[src/rtl/twr_pkg.sv]
package twr_pkg;

  typedef enum logic [2:0] {
    ST_IDLE,
    ST_RX,
    ST_RX_ACK,
    ST_TX,
    ST_TX_ACK
  } twr_state_e;

  typedef enum logic [1:0] {
    K_ADDR,
    K_CMD,
    K_COUNT,
    K_DATA
  } twr_kind_e;

  // next byte pointer, holds at the top of the 7-bit offset space
  function automatic logic [6:0] ptr_step(input logic [6:0] p);
    return (p == 7'h7F) ? p : p + 7'd1;
  endfunction

  // address byte carries the 7-bit device address above the direction bit
  function automatic logic addr_is(input logic [7:0] b, input logic [6:0] dev);
    return b[7:1] == dev;
  endfunction

  // command bit 7 set means single indexed byte access
  function automatic logic cmd_is_single(input logic [7:0] c);
    return c[7];
  endfunction

  function automatic logic [6:0] cmd_start_ptr(input logic [7:0] c);
    return c[7] ? c[6:0] : 7'd0;
  endfunction

endpackage

[src/rtl/twr_line_sync.sv]
module twr_line_sync #(
  parameter int STAGES = 2
) (
  input  logic clk,
  input  logic rst_n,
  input  logic scl_i,
  input  logic sda_i,
  output logic scl_s,
  output logic sda_s,
  output logic scl_rise,
  output logic scl_fall,
  output logic start_det,
  output logic stop_det
);

  logic [STAGES-1:0] scl_q, sda_q;
  logic scl_d, sda_d;

  always_ff @(posedge clk or negedge rst_n) begin
    if (!rst_n) begin
      scl_q <= '1;
      sda_q <= '1;
      scl_d <= 1'b1;
      sda_d <= 1'b1;
    end else begin
      scl_q <= {scl_q[STAGES-2:0], scl_i};
      sda_q <= {sda_q[STAGES-2:0], sda_i};
      scl_d <= scl_q[STAGES-1];
      sda_d <= sda_q[STAGES-1];
    end
  end

  assign scl_s     = scl_q[STAGES-1];
  assign sda_s     = sda_q[STAGES-1];
  assign scl_rise  = scl_s & ~scl_d;
  assign scl_fall  = ~scl_s & scl_d;
  assign start_det = scl_s & scl_d & sda_d & ~sda_s;
  assign stop_det  = scl_s & scl_d & ~sda_d & sda_s;

endmodule

[src/rtl/twr_regbank.sv]
module twr_regbank #(
  parameter int N    = 8,
  parameter int W    = 8,
  parameter int IDXW = 7,
  parameter logic [N*W-1:0] RST_VAL = '0
) (
  input  logic            clk,
  input  logic            rst_n,
  input  logic            wr_en,
  input  logic [IDXW-1:0] wr_idx,
  input  logic [W-1:0]    wr_data,
  input  logic [IDXW-1:0] rd_idx,
  output logic [W-1:0]    rd_data,
  output logic [N*W-1:0]  regs_o
);

  logic [W-1:0] regs [N];

  for (genvar g = 0; g < N; g++) begin : g_reg
    always_ff @(posedge clk or negedge rst_n) begin
      if (!rst_n)
        regs[g] <= RST_VAL[g*W +: W];
      else if (wr_en && (wr_idx == IDXW'(g)))
        regs[g] <= wr_data;
    end
    assign regs_o[g*W +: W] = regs[g];
  end

  // offsets past the bank read as zero
  always_comb begin
    rd_data = '0;
    for (int i = 0; i < N; i++)
      if (rd_idx == IDXW'(i)) rd_data = regs[i];
  end

  AST_OOR_WRITE_IGNORED: assert property (@(posedge clk) disable iff (!rst_n)
    (wr_en && (wr_idx >= IDXW'(N))) |=> $stable(regs_o));

endmodule

[src/rtl/twr_proto_fsm.sv]
module twr_proto_fsm
  import twr_pkg::*;
#(
  parameter logic [6:0] DEV_ADDR = 7'h69,
  parameter int N    = 8,
  parameter int IDXW = 7
) (
  input  logic            clk,
  input  logic            rst_n,
  input  logic            scl_s,
  input  logic            sda_s,
  input  logic            scl_rise,
  input  logic            scl_fall,
  input  logic            start_det,
  input  logic            stop_det,
  output logic            sda_oe,
  output logic            wr_en,
  output logic [IDXW-1:0] wr_idx,
  output logic [7:0]      wr_data,
  output logic [IDXW-1:0] rd_idx,
  input  logic [7:0]      rd_data
);

  twr_state_e      state;
  twr_kind_e       kind;
  logic [3:0]      bitcnt;
  logic [7:0]      rx_sh, tx_sh, left;
  logic [IDXW-1:0] ptr;
  logic            single, cnt_pend, wr_done, mack;

  // named events
  logic       rx_byte_done, addr_hit, addr_miss, accept;
  logic [7:0] tx_next;

  assign rx_byte_done = (state == ST_RX) && scl_fall && (bitcnt == 4'd8);
  assign addr_hit     = addr_is(rx_sh, DEV_ADDR);
  assign addr_miss    = rx_byte_done && (kind == K_ADDR) && !addr_hit;
  assign tx_next      = cnt_pend ? 8'(N) : rd_data;

  always_comb begin
    unique case (kind)
      K_ADDR:  accept = addr_hit;
      K_CMD:   accept = 1'b1;
      K_COUNT: accept = 1'b1;
      default: accept = single ? !wr_done : (left != 8'd0);
    endcase
  end

  assign wr_en   = rx_byte_done && (kind == K_DATA) && accept;
  assign wr_idx  = ptr;
  assign wr_data = rx_sh;
  assign rd_idx  = ptr;

  always_ff @(posedge clk or negedge rst_n) begin
    if (!rst_n) begin
      state    <= ST_IDLE;
      kind     <= K_ADDR;
      bitcnt   <= '0;
      rx_sh    <= '0;
      tx_sh    <= '0;
      left     <= '0;
      ptr      <= '0;
      single   <= 1'b0;
      cnt_pend <= 1'b0;
      wr_done  <= 1'b0;
      mack     <= 1'b0;
      sda_oe   <= 1'b0;
    end else if (start_det) begin
      state  <= ST_RX;
      kind   <= K_ADDR;
      bitcnt <= '0;
      sda_oe <= 1'b0;
    end else if (stop_det) begin
      state  <= ST_IDLE;
      sda_oe <= 1'b0;
    end else begin
      unique case (state)
        ST_RX: begin
          if (scl_rise && (bitcnt < 4'd8)) begin
            rx_sh  <= {rx_sh[6:0], sda_s};
            bitcnt <= bitcnt + 4'd1;
          end
          if (rx_byte_done) begin
            if (accept) begin
              sda_oe <= 1'b1;
              state  <= ST_RX_ACK;
              unique case (kind)
                K_ADDR: if (!rx_sh[0]) kind <= K_CMD;
                K_CMD: begin
                  single   <= cmd_is_single(rx_sh);
                  ptr      <= cmd_start_ptr(rx_sh);
                  cnt_pend <= !cmd_is_single(rx_sh);
                  wr_done  <= 1'b0;
                  kind     <= cmd_is_single(rx_sh) ? K_DATA : K_COUNT;
                end
                K_COUNT: begin
                  left <= rx_sh;
                  kind <= K_DATA;
                end
                default: begin
                  if (single) wr_done <= 1'b1;
                  else begin
                    ptr  <= ptr_step(ptr);
                    left <= left - 8'd1;
                  end
                end
              endcase
            end else begin
              sda_oe <= 1'b0;
              state  <= ST_IDLE;
            end
          end
        end
        ST_RX_ACK: begin
          if (scl_fall) begin
            bitcnt <= '0;
            if (kind == K_ADDR) begin
              // acknowledged read address: first byte goes out now
              tx_sh  <= tx_next;
              sda_oe <= ~tx_next[7];
              state  <= ST_TX;
              if (cnt_pend) cnt_pend <= 1'b0;
              else          ptr      <= ptr_step(ptr);
            end else begin
              sda_oe <= 1'b0;
              state  <= ST_RX;
            end
          end
        end
        ST_TX: begin
          if (scl_rise) bitcnt <= bitcnt + 4'd1;
          if (scl_fall) begin
            if (bitcnt == 4'd8) begin
              sda_oe <= 1'b0;
              state  <= ST_TX_ACK;
            end else begin
              tx_sh  <= {tx_sh[6:0], 1'b0};
              sda_oe <= ~tx_sh[6];
            end
          end
        end
        ST_TX_ACK: begin
          if (scl_rise) mack <= ~sda_s;
          if (scl_fall) begin
            if (mack) begin
              tx_sh  <= tx_next;
              sda_oe <= ~tx_next[7];
              bitcnt <= '0;
              state  <= ST_TX;
              if (cnt_pend) cnt_pend <= 1'b0;
              else          ptr      <= ptr_step(ptr);
            end else begin
              sda_oe <= 1'b0;
              state  <= ST_IDLE;
            end
          end
        end
        default: sda_oe <= 1'b0;
      endcase
    end
  end

  AST_START_RELEASE: assert property (@(posedge clk) disable iff (!rst_n)
    start_det |=> (state == ST_RX) && !sda_oe);
  AST_STOP_IDLE: assert property (@(posedge clk) disable iff (!rst_n)
    stop_det |=> (state == ST_IDLE) && !sda_oe);
  AST_OE_SCL_LOW: assert property (@(posedge clk) disable iff (!rst_n)
    !$stable(sda_oe) |-> !$past(scl_s));
  AST_ADDR_MISS_NACK: assert property (@(posedge clk) disable iff (!rst_n)
    addr_miss |=> (state == ST_IDLE) && !sda_oe);
  AST_MNACK_RELEASE: assert property (@(posedge clk) disable iff (!rst_n)
    (state == ST_TX_ACK && scl_fall && !mack && !start_det && !stop_det)
      |=> (state == ST_IDLE) && !sda_oe);

endmodule

[src/rtl/cfg_twowire_slave.sv]
module cfg_twowire_slave #(
  parameter logic [6:0] DEV_ADDR    = 7'h69,
  parameter int         NUM_REGS    = 8,
  parameter int         SYNC_STAGES = 2,
  parameter logic [NUM_REGS*8-1:0] RST_VAL = 64'hF7E6D5C4B3A29180
) (
  input  logic                  clk,
  input  logic                  rst_n,
  input  logic                  scl_i,
  input  logic                  sda_i,
  output logic                  sda_oe,
  output logic [NUM_REGS*8-1:0] cfg_o
);

  localparam int BYTE_W = 8;
  localparam int IDXW   = 7;

  logic scl_s, sda_s, scl_rise, scl_fall, start_det, stop_det;
  logic              wr_en;
  logic [IDXW-1:0]   wr_idx, rd_idx;
  logic [BYTE_W-1:0] wr_data, rd_data;

  twr_line_sync #(.STAGES(SYNC_STAGES)) u_sync (
    .clk       (clk),
    .rst_n     (rst_n),
    .scl_i     (scl_i),
    .sda_i     (sda_i),
    .scl_s     (scl_s),
    .sda_s     (sda_s),
    .scl_rise  (scl_rise),
    .scl_fall  (scl_fall),
    .start_det (start_det),
    .stop_det  (stop_det)
  );

  twr_proto_fsm #(.DEV_ADDR(DEV_ADDR), .N(NUM_REGS), .IDXW(IDXW)) u_fsm (
    .clk       (clk),
    .rst_n     (rst_n),
    .scl_s     (scl_s),
    .sda_s     (sda_s),
    .scl_rise  (scl_rise),
    .scl_fall  (scl_fall),
    .start_det (start_det),
    .stop_det  (stop_det),
    .sda_oe    (sda_oe),
    .wr_en     (wr_en),
    .wr_idx    (wr_idx),
    .wr_data   (wr_data),
    .rd_idx    (rd_idx),
    .rd_data   (rd_data)
  );

  twr_regbank #(.N(NUM_REGS), .W(BYTE_W), .IDXW(IDXW), .RST_VAL(RST_VAL)) u_bank (
    .clk     (clk),
    .rst_n   (rst_n),
    .wr_en   (wr_en),
    .wr_idx  (wr_idx),
    .wr_data (wr_data),
    .rd_idx  (rd_idx),
    .rd_data (rd_data),
    .regs_o  (cfg_o)
  );

endmodule

[config.mk]
export PLATFORM = sky130hd
export DESIGN_NAME = cfg_twowire_slave
export DESIGN_NICKNAME = d
export VERILOG_FILES = /design/src/rtl/twr_pkg.sv /design/src/rtl/twr_line_sync.sv /design/src/rtl/twr_regbank.sv /design/src/rtl/twr_proto_fsm.sv /design/src/rtl/cfg_twowire_slave.sv
export SDC_FILE = /design/constraint.sdc
export NUM_CORES = 1
export LEC_CHECK = 0
export BUFFER_PORTS_ARGS = -buffer_cell sky130_fd_sc_hd__buf_2
export CORE_MARGIN = 1.5
export CORE_UTILIZATION = 40
export DETAILED_ROUTE_END_ITERATION = 7
export SYNTH_ARGS = -nofsm -noshare
export SYNTH_HDL_FRONTEND = slang
export SYNTH_SLANG_ARGS = --single-unit
[constraint.sdc]
create_clock -name clk -period 3.2 [get_ports clk]
set_clock_uncertainty 0.05 [all_clocks]
set_input_delay 0.32 -clock clk [delete_from_list [all_inputs] [get_ports clk]]
set_output_delay 0.32 -clock clk [all_outputs]
set_load 0.02 [all_outputs]
==> impl_metrics.json, run 1 <==
{
  "wl_per_cell_um": 20.1,
  "grt_start_max_net_pins": 57,
  "synthSimpleGateAreaFrac_pct": 15.6,
  "synth_fa_ha_area_share_pct": 2.43,
  "slew_headroom_pct": 28.4,
  "fmaxAchievable_ghz": 0.352,
  "num_antenna_cells": 0,
  "ys_warn_count": 0,
  "r2r_slack_ps": 360,
  "cts_setup_buffers": 0,
  "setup_viol": 0,
  "io_buffers": 68,
  "cts-hold-fix-buffers": 3,
  "grt_pass1_wl_um": 27400,
  "period_share_pct": 88.9,
  "cts_num_sinks": 114,
  "cp-start-kind": "register",
  "core-area_mm2": 0.0151,
  "crit_type": "register to register",
  "synth_top_family_by_area": "compound AO/OA/AOI/OAI gates",
  "syn_area_per_cell_um2": 10.4,
  "firstDrtPassIters": 5,
  "rsz0062_at_grt": "no",
  "avgViaCountPerCell": 5.88,
  "wirelength_um": 17500,
  "synth-seq-cells": 114,
  "synth_top_cell_by_area": "dfrtp_1",
  "critPathLaunch": "u_fsm.rd_idx[1]",
  "cp-endpoint": "u_fsm.sda_oe",
  "gr-total-overflow": 0,
  "synth_top_area_share_pct": 30.8,
  "cts_tree": "done",
  "worstReg2RegEnd": "u_fsm.sda_oe",
  "drc": 0,
  "cts.root.buffer_cell": "clkbuf_16",
  "hold_violations": 0,
  "track_usage_pct": 22.4,
  "die-area_mm2": 0.0162,
  "r2r_start": "u_fsm.rd_idx[1]",
  "whs_ps": 309,
  "synth_cell_types": 74,
  "critPathMaxFanout": 11,
  "die_x_um": 127,
  "dieHeight_um": 127,
  "pwr-share-seq_pct": 41.9,
  "nets": 685,
  "synth_edf_count": 0,
  "p_sw_share_pct": 28.7,
  "tightest_slew_ps": 1070,
  "combPwrFrac_pct": 11.8,
  "maxCapViolCount": 0,
  "cts_resized": 0,
  "synth_xor_area_share_pct": 0.283,
  "slew_violations": 0,
  "clk_path_buf_depth": 2,
  "drive_gt1_share_pct": 36.8,
  "p_leak_nw": 3.38,
  "rows": 45,
  "synth_top_cells_by_area": "dfrtp_1, dfstp_2, mux2_2",
  "antenna_found_initial": 0,
  "critical_path_arrival_ps": 3090,
  "clkPwrFrac_pct": 46.3,
  "powerDensity_mw_per_mm2": 522,
  "fin_util_pct": 48.4,
  "intPower_w": 0.00273,
  "async_flop_share_pct": 100,
  "tns_ps": 0,
  "worst_setup_path_end_kind": "register",
  "cts.clk_slew.worst_paths_ps": 60,
  "synth_area_mm2": 0.00618,
  "synth_nets": 608,
  "drt_iter0_drc": 543,
  "detail-route-antenna-nets": 0,
  "synth_mux_area_share_pct": 12.7,
  "crit_required_ps": 3440,
  "seq_area_frac_synth_pct": 46.9,
  "htree_levels": 4,
  "hp-class": "register to register",
  "gp_congestion": 0.927,
  "netSwitchingPower_w": 0.00110,
  "via_count": 5113,
  "synthesis.instances": 592,
  "min_period_ps": 2840,
  "clkLatencyLatePin_ps": 420,
  "initial_core_util_pct": 40.8,
  "numCtsBuffers": 17,
  "io_pins": 69,
  "grt_pass1_vias": 4925,
  "synth_compound_area_share_pct": 18.2,
  "dp_hpwl_um": 12400,
  "synth_ff_type": "dfrtp_1",
  "syn2layout_area_growth_pct": 18.5,
  "ff2ff_path_depth": 8,
  "status": "finished, final reports clean",
  "ir_drop_v": 0.000429
}
-- area by class of cell --
cell class                      instances  area [um2]
Fill cell                            1379        7820
Multi-Input combinational cell        425        3040
Sequential cell                       114        2900
Timing Repair Buffer                   88         500
Clock buffer                           17         425
Tap cell                              188         235
Clock inverter                         15         135
Inverter                               23        86.3
-- logic make-up (layout without fill, tap and decap cells) --
kind of cell / count (synthesis) / after routing
fa+ha+maj: 12 / 12
compound gates: 166 / 166
xor+xnor: 2 / 2
flops: 114 / 114
buf+inv: 53 / 143
simple gates: 175 / 175
mux: 70 / 70
-- metal layers --
layer	vias to the layer above	wire length (um)	GRT usage, %
met4	0	300	8.76
met5	-	0	0
met2	187	8130	34.2
met1	2555	7970	31.0
li1	2345	-	-
met3	26	1090	4.86
-- worst max-delay path, stage by stage (launching register included) --
cell,delay (ps)
dfrtp_1,440
inv_1,100
ha_1,420
or4b_1,540
nor2_2,300
nor3_1,90
o21a_1,190
o41ai_1,460
a21oi_1,130
-- synthesized netlist by cell type (8+ instances only) --
cell type,number
o21ai_0,39
nand3_1,14
dfstp_2,38
inv_1,23
mux2_2,68
a31oi_1,10
clkbuf_1,19
a21oi_1,37
nor2_2,8
nor2_1,34
nor3_1,14
ha_1,12
or3_1,8
dfrtp_1,76
nand2_1,48
-- worst min path at each step --
stage	startpoint	end	slack (ps)	cells past startpoint
finish	u_sync.scl_q[0]	u_sync.scl_q[1]	310	0
global route	u_sync.sda_q[0]	u_sync.sda_q[1]	310	0
CTS	u_sync.sda_q[0]	u_sync.sda_q[1]	310	0
detailed placement	u_sync.sda_q[0]	u_sync.sda_q[1]	300	0
global placement	u_sync.sda_q[0]	u_sync.sda_q[1]	300	0
floorplan	rst_n	u_bank.regs_o[0]	-30	0
-- state kept, by name, indices dropped and copies added (netlist names), 2 cells and up --
name,count
u_fsm.state,3
u_sync.sda_q,2
u_fsm.tx_sh,7
u_fsm.rd_idx,7
u_fsm.bitcnt,4
u_fsm.left,8
u_bank.regs_o,64
u_sync.scl_q,2
u_fsm.wr_data,8
u_fsm.kind,2
-- cell usage in the layout, fill, tap and decap left out, types with 7 or more instances in the layout --
master / n
dfstp_2: 38
nor2_2: 8
buf_2: 67
nand3_1: 14
nor3_1: 14
a31oi_1: 10
o31ai_1: 7
nor2_1: 34
nand2b_1: 7
clkbuf_16: 17
mux2_2: 68
inv_1: 23
a22oi_1: 7
ha_1: 12
a21oi_1: 37
or3_1: 8
nor2b_1: 7
dfrtp_1: 76
buf_4: 18
nand2_1: 48
a22o_1: 7
o21ai_0: 39
-- power by group through the flow --
| stage | combinational [W] | clock (W) | sequential [W] |
|---|---|---|---|
| final | 0.000451 | 0.00177 | 0.00160 |
| after global placement | 0.000439 | 0 | 0.00162 |
| after detailed placement | 0.000448 | 0 | 0.00162 |
| after global routing | 0.000485 | 0.00187 | 0.00161 |
| after CTS | 0.000451 | 0.00181 | 0.00160 |
| after floorplan | 0.000235 | 0 | 0.00159 |
-- stage by stage --
step,setup slack (ps),cell area (um2),power [W],std cells
floorplan,886,6180,0.00182,592
global placement,433,6740,0.00206,835
detailed placement,377,6740,0.00207,835
CTS,354,7330,0.00386,870
global route,186,7330,0.00397,870
finish,356,7330,0.00383,870
No activity file was read; power rests on OpenSTA's default activity.
==> inputs of run 2 (changes only) <==
--- a/config.mk
+++ b/config.mk
@@ -6,7 +6,7 @@
 export NUM_CORES = 1
 export LEC_CHECK = 0
 export BUFFER_PORTS_ARGS = -buffer_cell sky130_fd_sc_hd__buf_2
-export CORE_MARGIN = 1.5
+export CORE_MARGIN = 2
 export CORE_UTILIZATION = 40
 export DETAILED_ROUTE_END_ITERATION = 7
 export SYNTH_ARGS = -nofsm -noshare
==> impl_metrics.json, run 2 (same netlist as run 1, synthesis figures left out) <==
{
  "status": "finished, final reports clean",
  "initial_core_util_pct": 40.8,
  "grt_start_max_net_pins": 62,
  "critical_path.max_stage_delay_ps": 480,
  "powerDensity_mw_per_mm2": 547,
  "cp-start-kind": "register",
  "io_pins": 69,
  "critPathMaxFanout": 13,
  "dp_hpwl_um": 12300,
  "wl_per_cell_um": 20.2,
  "via_count": 5170,
  "firstDrtPassIters": 5,
  "crit_required_ps": 3440,
  "period_share_pct": 87.3,
  "cts.root.buffer_cell": "clkbuf_16",
  "tns_ps": 0,
  "ir_drop_v": 0.000337,
  "track_usage_pct": 22.4,
  "cts_tree": "done",
  "pre_cts_ws_ps": 440,
  "fin_util_pct": 48.8,
  "setup_ws_ps": 406,
  "cts.clk_slew.worst_paths_ps": 50,
  "hold_violations": 0,
  "grt_pass1_wl_um": 28100,
  "drt_iter0_drc": 568,
  "min_period_ps": 2790,
  "drc": 0,
  "slew_headroom_pct": 27.8,
  "syn2layout_area_growth_pct": 19.6,
  "antenna_found_initial": 0,
  "setup_viol": 0,
  "tightest_slew_ps": 1080,
  "slowest_stage": "o311ai_0",
  "die_x_um": 128,
  "gp_congestion": 0.880,
  "final_common_cell": "dfrtp_1",
  "cts_resized": 0,
  "slew_violations": 0,
  "rows": 45,
  "grt_pass1_vias": 5039,
  "drive_gt1_share_pct": 36.5,
  "htree_levels": 4,
  "gr-total-overflow": 0,
  "rsz0062_at_grt": "no",
  "p_leak_nw": 3.41,
  "die-area_mm2": 0.0165,
  "cp_common_cell": "o211a_1",
  "hp-class": "register to register",
  "fmaxAchievable_ghz": 0.358,
  "crit_family": "compound AO/OA/AOI/OAI gates",
  "final_cell_mix": "dfrtp_1, mux2_2, buf_2, nand2_1, o21ai_0",
  "cts_num_sinks": 114,
  "clkLatencyLatePin_ps": 410,
  "num_antenna_cells": 0,
  "critPathBufInv": 1,
  "worst_setup_path_end_kind": "register",
  "cts_setup_buffers": 0,
  "avgViaCountPerCell": 5.96,
  "io_buffers": 68,
  "critical_path_arrival_ps": 3040,
  "crit_chain": "inv_1 -> ha_1 -> nand2b_1 -> o311ai_0 -> o211a_1 -> o211a_1 -> nand2_1 -> a22o_1",
  "core-area_mm2": 0.0151,
  "largest_reg_flops": 64,
  "maxCapViolCount": 0,
  "numCtsBuffers": 17,
  "nets": 683,
  "crit_type": "register to register",
  "clk_path_buf_depth": 2,
  "dieHeight_um": 128,
  "detail-route-antenna-nets": 0,
  "wirelength_um": 17500
}
[run 2: cell count changes in the layout (fill, tap and decap cells not counted)]
cell,change
bufinv_16,+3
clkbuf_8,+1
buf_4,-3
clkinvlp_4,-2
inv_6,-2
buf_12,+1
clkbuf_1,+1
clkinv_4,-1
[run 2: area by class of cell]
cell class                 count  area (um2)
inverter                      23        86.3
clock buffer                  19         443
sequential                   114        2900
multi-input combinational    425        3040
fill                        1371        7760
tap                          188         235
clock inverter                13         184
timing repair buffer          86         498
[run 2: layer usage]
metal  GRT usage (%)  vias to the layer above  wire, um
li1                -                     2338         -
met1            31.4                     2602      8010
met2            33.4                      200      7920
met3            5.72                       30      1180
met4            8.73                        0       402
met5               0                        -         0
[run 2: power breakdown]
part	leakage, nW	switching [W]	total, W	internal (W)
registers	1.44	0.000111	0.00162	0.00151
clock network	0.299	0.000678	0.00200	0.00132
logic	1.67	0.000281	0.000423	0.000142
total	3.41	0.00107	0.00405	0.00298
[run 2: path summary, 6_finish.rpt]
path | start | end | slack, ps | cells past startpoint
max | u_fsm.kind[0] | u_fsm.rd_idx[0] | 410 | 8
min | u_sync.scl_q[0] | u_sync.scl_q[1] | 300 | 0
max reg2reg | u_fsm.kind[0] | u_fsm.rd_idx[0] | 410 | 8
min reg2reg | u_sync.scl_q[0] | u_sync.scl_q[1] | 300 | 0
max in group asynchronous | rst_n | u_bank.regs_o[28] | 1750 | 3
min in group asynchronous | rst_n | u_fsm.bitcnt[0] | 490 | 2
[run 2: stage by stage]
stage | total power (W) | hold WS [ps] | cell area [um2] | std cells
finish | 0.00405 | 304 | 7390 | 868
global route | 0.00419 | 305 | 7390 | 868
CTS | 0.00407 | 305 | 7390 | 868
detailed placement | 0.00206 | 298 | 6730 | 833
global placement | 0.00205 | 296 | 6730 | 833
floorplan | 0.00182 | -25.6 | 6180 | 592
[run 2: timing repair]
action	in CTS	in global routing
endpoints found under the hold margin	48	0
hold buffers	3	0
endpoints found under the setup margin	0	0
==> inputs of run 3 (changes only) <==
--- a/config.mk
+++ b/config.mk
@@ -7,8 +7,10 @@
 export LEC_CHECK = 0
 export BUFFER_PORTS_ARGS = -buffer_cell sky130_fd_sc_hd__buf_2
 export CORE_MARGIN = 2
-export CORE_UTILIZATION = 40
+export CORE_UTILIZATION = 30
+export CTS_CLUSTER_SIZE = 8
 export DETAILED_ROUTE_END_ITERATION = 7
 export SYNTH_ARGS = -nofsm -noshare
 export SYNTH_HDL_FRONTEND = slang
+export SYNTH_HIERARCHICAL = 1
 export SYNTH_SLANG_ARGS = --single-unit
==> impl_metrics.json, run 3 <==
{
  "status": "finished, final reports clean",
  "antenna_found_initial": 0,
  "drt_iter0_drc": 357,
  "wl_per_cell_um": 17.6,
  "worstReg2RegEnd": "u_bank/regs_o[33]",
  "synth_nets": 555,
  "whs_path_depth": 0,
  "core-area_mm2": 0.0201,
  "r2r_slack_ps": 310,
  "nets": 640,
  "pre_cts_ws_ps": 329,
  "critical_path.max_stage_delay_ps": 490,
  "wirelength_um": 16000,
  "slew_headroom_pct": 56.0,
  "final_common_cell": "mux2_2",
  "n_fill_cell": 1980,
  "cts_num_sinks": 114,
  "htree_levels": 4,
  "synth_edf_count": 0,
  "dp_hpwl_um": 11000,
  "hp-class": "register to register",
  "final_cell_mix": "mux2_2, dfrtp_1, buf_2, nor2_1, dfstp_2",
  "io_buffers": 68,
  "numCtsBuffers": 17,
  "setup_viol": 0,
  "drive_gt1_share_pct": 41.9,
  "gr-total-overflow": 0,
  "seq_area_frac_synth_pct": 47.5,
  "use_met3_pct": 3.85,
  "synth_ff_type": "dfrtp_1",
  "synth_top_cells_by_area": "dfrtp_1, dfstp_2, mux2_2",
  "cts-hold-fix-buffers": 3,
  "fin_util_pct": 37.3,
  "io_pins": 69,
  "hold_violations": 0,
  "ys_warn_count": 6,
  "critPathBufInv": 1,
  "firstDrtPassIters": 4,
  "async_flop_share_pct": 100,
  "tns_ps": 0,
  "syn2layout_area_growth_pct": 22.8,
  "cts_resized": 0,
  "maxCapViolCount": 0,
  "crit_family": "simple AND/OR/NAND/NOR gates",
  "ir_drop_v": 0.000386,
  "powerDensity_mw_per_mm2": 558,
  "fmaxAchievable_ghz": 0.346,
  "num_antenna_cells": 0,
  "grt_use_met1_pct": 20.3,
  "cts_tree": "done",
  "die-area_mm2": 0.0215,
  "rows": 52,
  "die_x_um": 147,
  "cp-start-kind": "register",
  "initial_core_util_pct": 30.4,
  "synth_cell_types": 68,
  "worst_setup_path_end_kind": "register",
  "gp_congestion": 0.863,
  "whs_ps": 304,
  "tightest_slew_ps": 659,
  "min_period_ps": 2890,
  "synth_top_area_share_pct": 31.1,
  "crit_required_ps": 3450,
  "critPathMaxFanout": 8,
  "detail-route-antenna-nets": 0,
  "grt_pass1_wl_um": 25900,
  "synthesis.instances": 542,
  "cts.clk_slew.worst_paths_ps": 50,
  "critical_path_arrival_ps": 3140,
  "largest_reg_flops": 64,
  "crit_chain": "inv_1 -> ha_1 -> nor4b_1 -> a22o_1 -> nor4_1 -> nor3b_2 -> nand4b_2 -> mux2_2",
  "rsz0062_at_grt": "no",
  "grt.met2_usage_pct": 24.8,
  "yosysMostFrequentCell": "mux2_2",
  "hold_path.startpoint": "u_sync/scl_q[0]",
  "p_leak_nw": 3.41,
  "cts_setup_buffers": 0,
  "r2r_start": "u_fsm/left[0]",
  "top_usage_layer": "met2",
  "drc": 0,
  "clk_path_buf_depth": 2,
  "finalInstanceArea_mm2": 0.00750,
  "slowest_stage": "nor4_1",
  "cts.root.buffer_cell": "clkbuf_16",
  "track_usage_pct": 15.4,
  "grt_pass1_vias": 4681,
  "period_share_pct": 90.4,
  "avgViaCountPerCell": 5.11,
  "setup_ws_ps": 306,
  "dieHeight_um": 147,
  "synth_top_cell_by_area": "dfrtp_1",
  "clkLatencyLatePin_ps": 420,
  "syn_area_per_cell_um2": 11.3,
  "synthTopCellsByCount": "mux2_2, dfrtp_1, nor2_1",
  "whs_endpoint": "u_sync/scl_q[1]",
  "via_count": 4650,
  "grt_start_max_net_pins": 57,
  "dpl_cell_area_mm2": 0.00685,
  "ff2ff_path_depth": 8,
  "synth_area_mm2": 0.00611,
  "slew_violations": 0,
  "synth-seq-cells": 114,
  "crit_type": "register to register"
}
## run 3: kinds of logic (layout without fill, tap and decap cells)
group | Yosys count | count (layout) | synth area share, %
xor gates and xnor gates | 1 | 1 | 0.143
DFF | 114 | 114 | 47.5
AOI/OAI and AO/OA | 116 | 116 | 12.4
and+or+nand+nor | 160 | 160 | 15.5
adders and majority gates | 9 | 9 | 1.84
muxes | 101 | 101 | 19.5
buffers and inverters | 41 | 139 | 3.15
## run 3: layout make-up
| cell class | instances | area, um2 | area share, % |
|---|---|---|---|
| Tap cell | 270 | 338 | 4.50 |
| Multi-Input combinational cell | 387 | 3020 | 40.2 |
| Sequential cell | 114 | 2900 | 38.7 |
| Timing Repair Buffer | 94 | 571 | 7.60 |
| Clock inverter | 12 | 180 | 2.40 |
| Inverter | 13 | 48.8 | 0.650 |
| Clock buffer | 20 | 447 | 5.95 |
## run 3: through the flow
stage / std cells / total power, W
4_1_cts: 910 / 0.00423
5_1_grt: 910 / 0.00438
6_report: 910 / 0.00419
2_1_floorplan: 542 / 0.00200
3_3_place_gp: 875 / 0.00220
3_5_place_dp: 875 / 0.00220
## run 3: worst max path at each step
stage | depth (start not counted) | startpoint | endpoint
detailed placement | 8 | u_fsm/left[0] | u_bank/regs_o[37]
global placement | 8 | u_fsm/left[0] | u_bank/regs_o[35]
finish | 8 | u_fsm/left[0] | u_bank/regs_o[33]
floorplan | 6 | u_sync/scl_d | u_bank/regs_o[32]
CTS | 8 | u_fsm/left[0] | u_bank/regs_o[51]
global route | 8 | u_fsm/left[0] | u_bank/regs_o[51]
## run 3: where the power goes
group / internal, W / switching, W
registers: 0.00148 / 0.0000893
clock network: 0.00133 / 0.000681
logic: 0.000258 / 0.000351
## run 3: per-layer routing
metal | part of all wire (%) | vias up | routed length [um]
met5 | 0 | - | 0
met4 | 2.0 | 0 | 317
met3 | 3.7 | 21 | 591
met2 | 49 | 98 | 7770
met1 | 46 | 2347 | 7340
li1 | - | 2184 | -
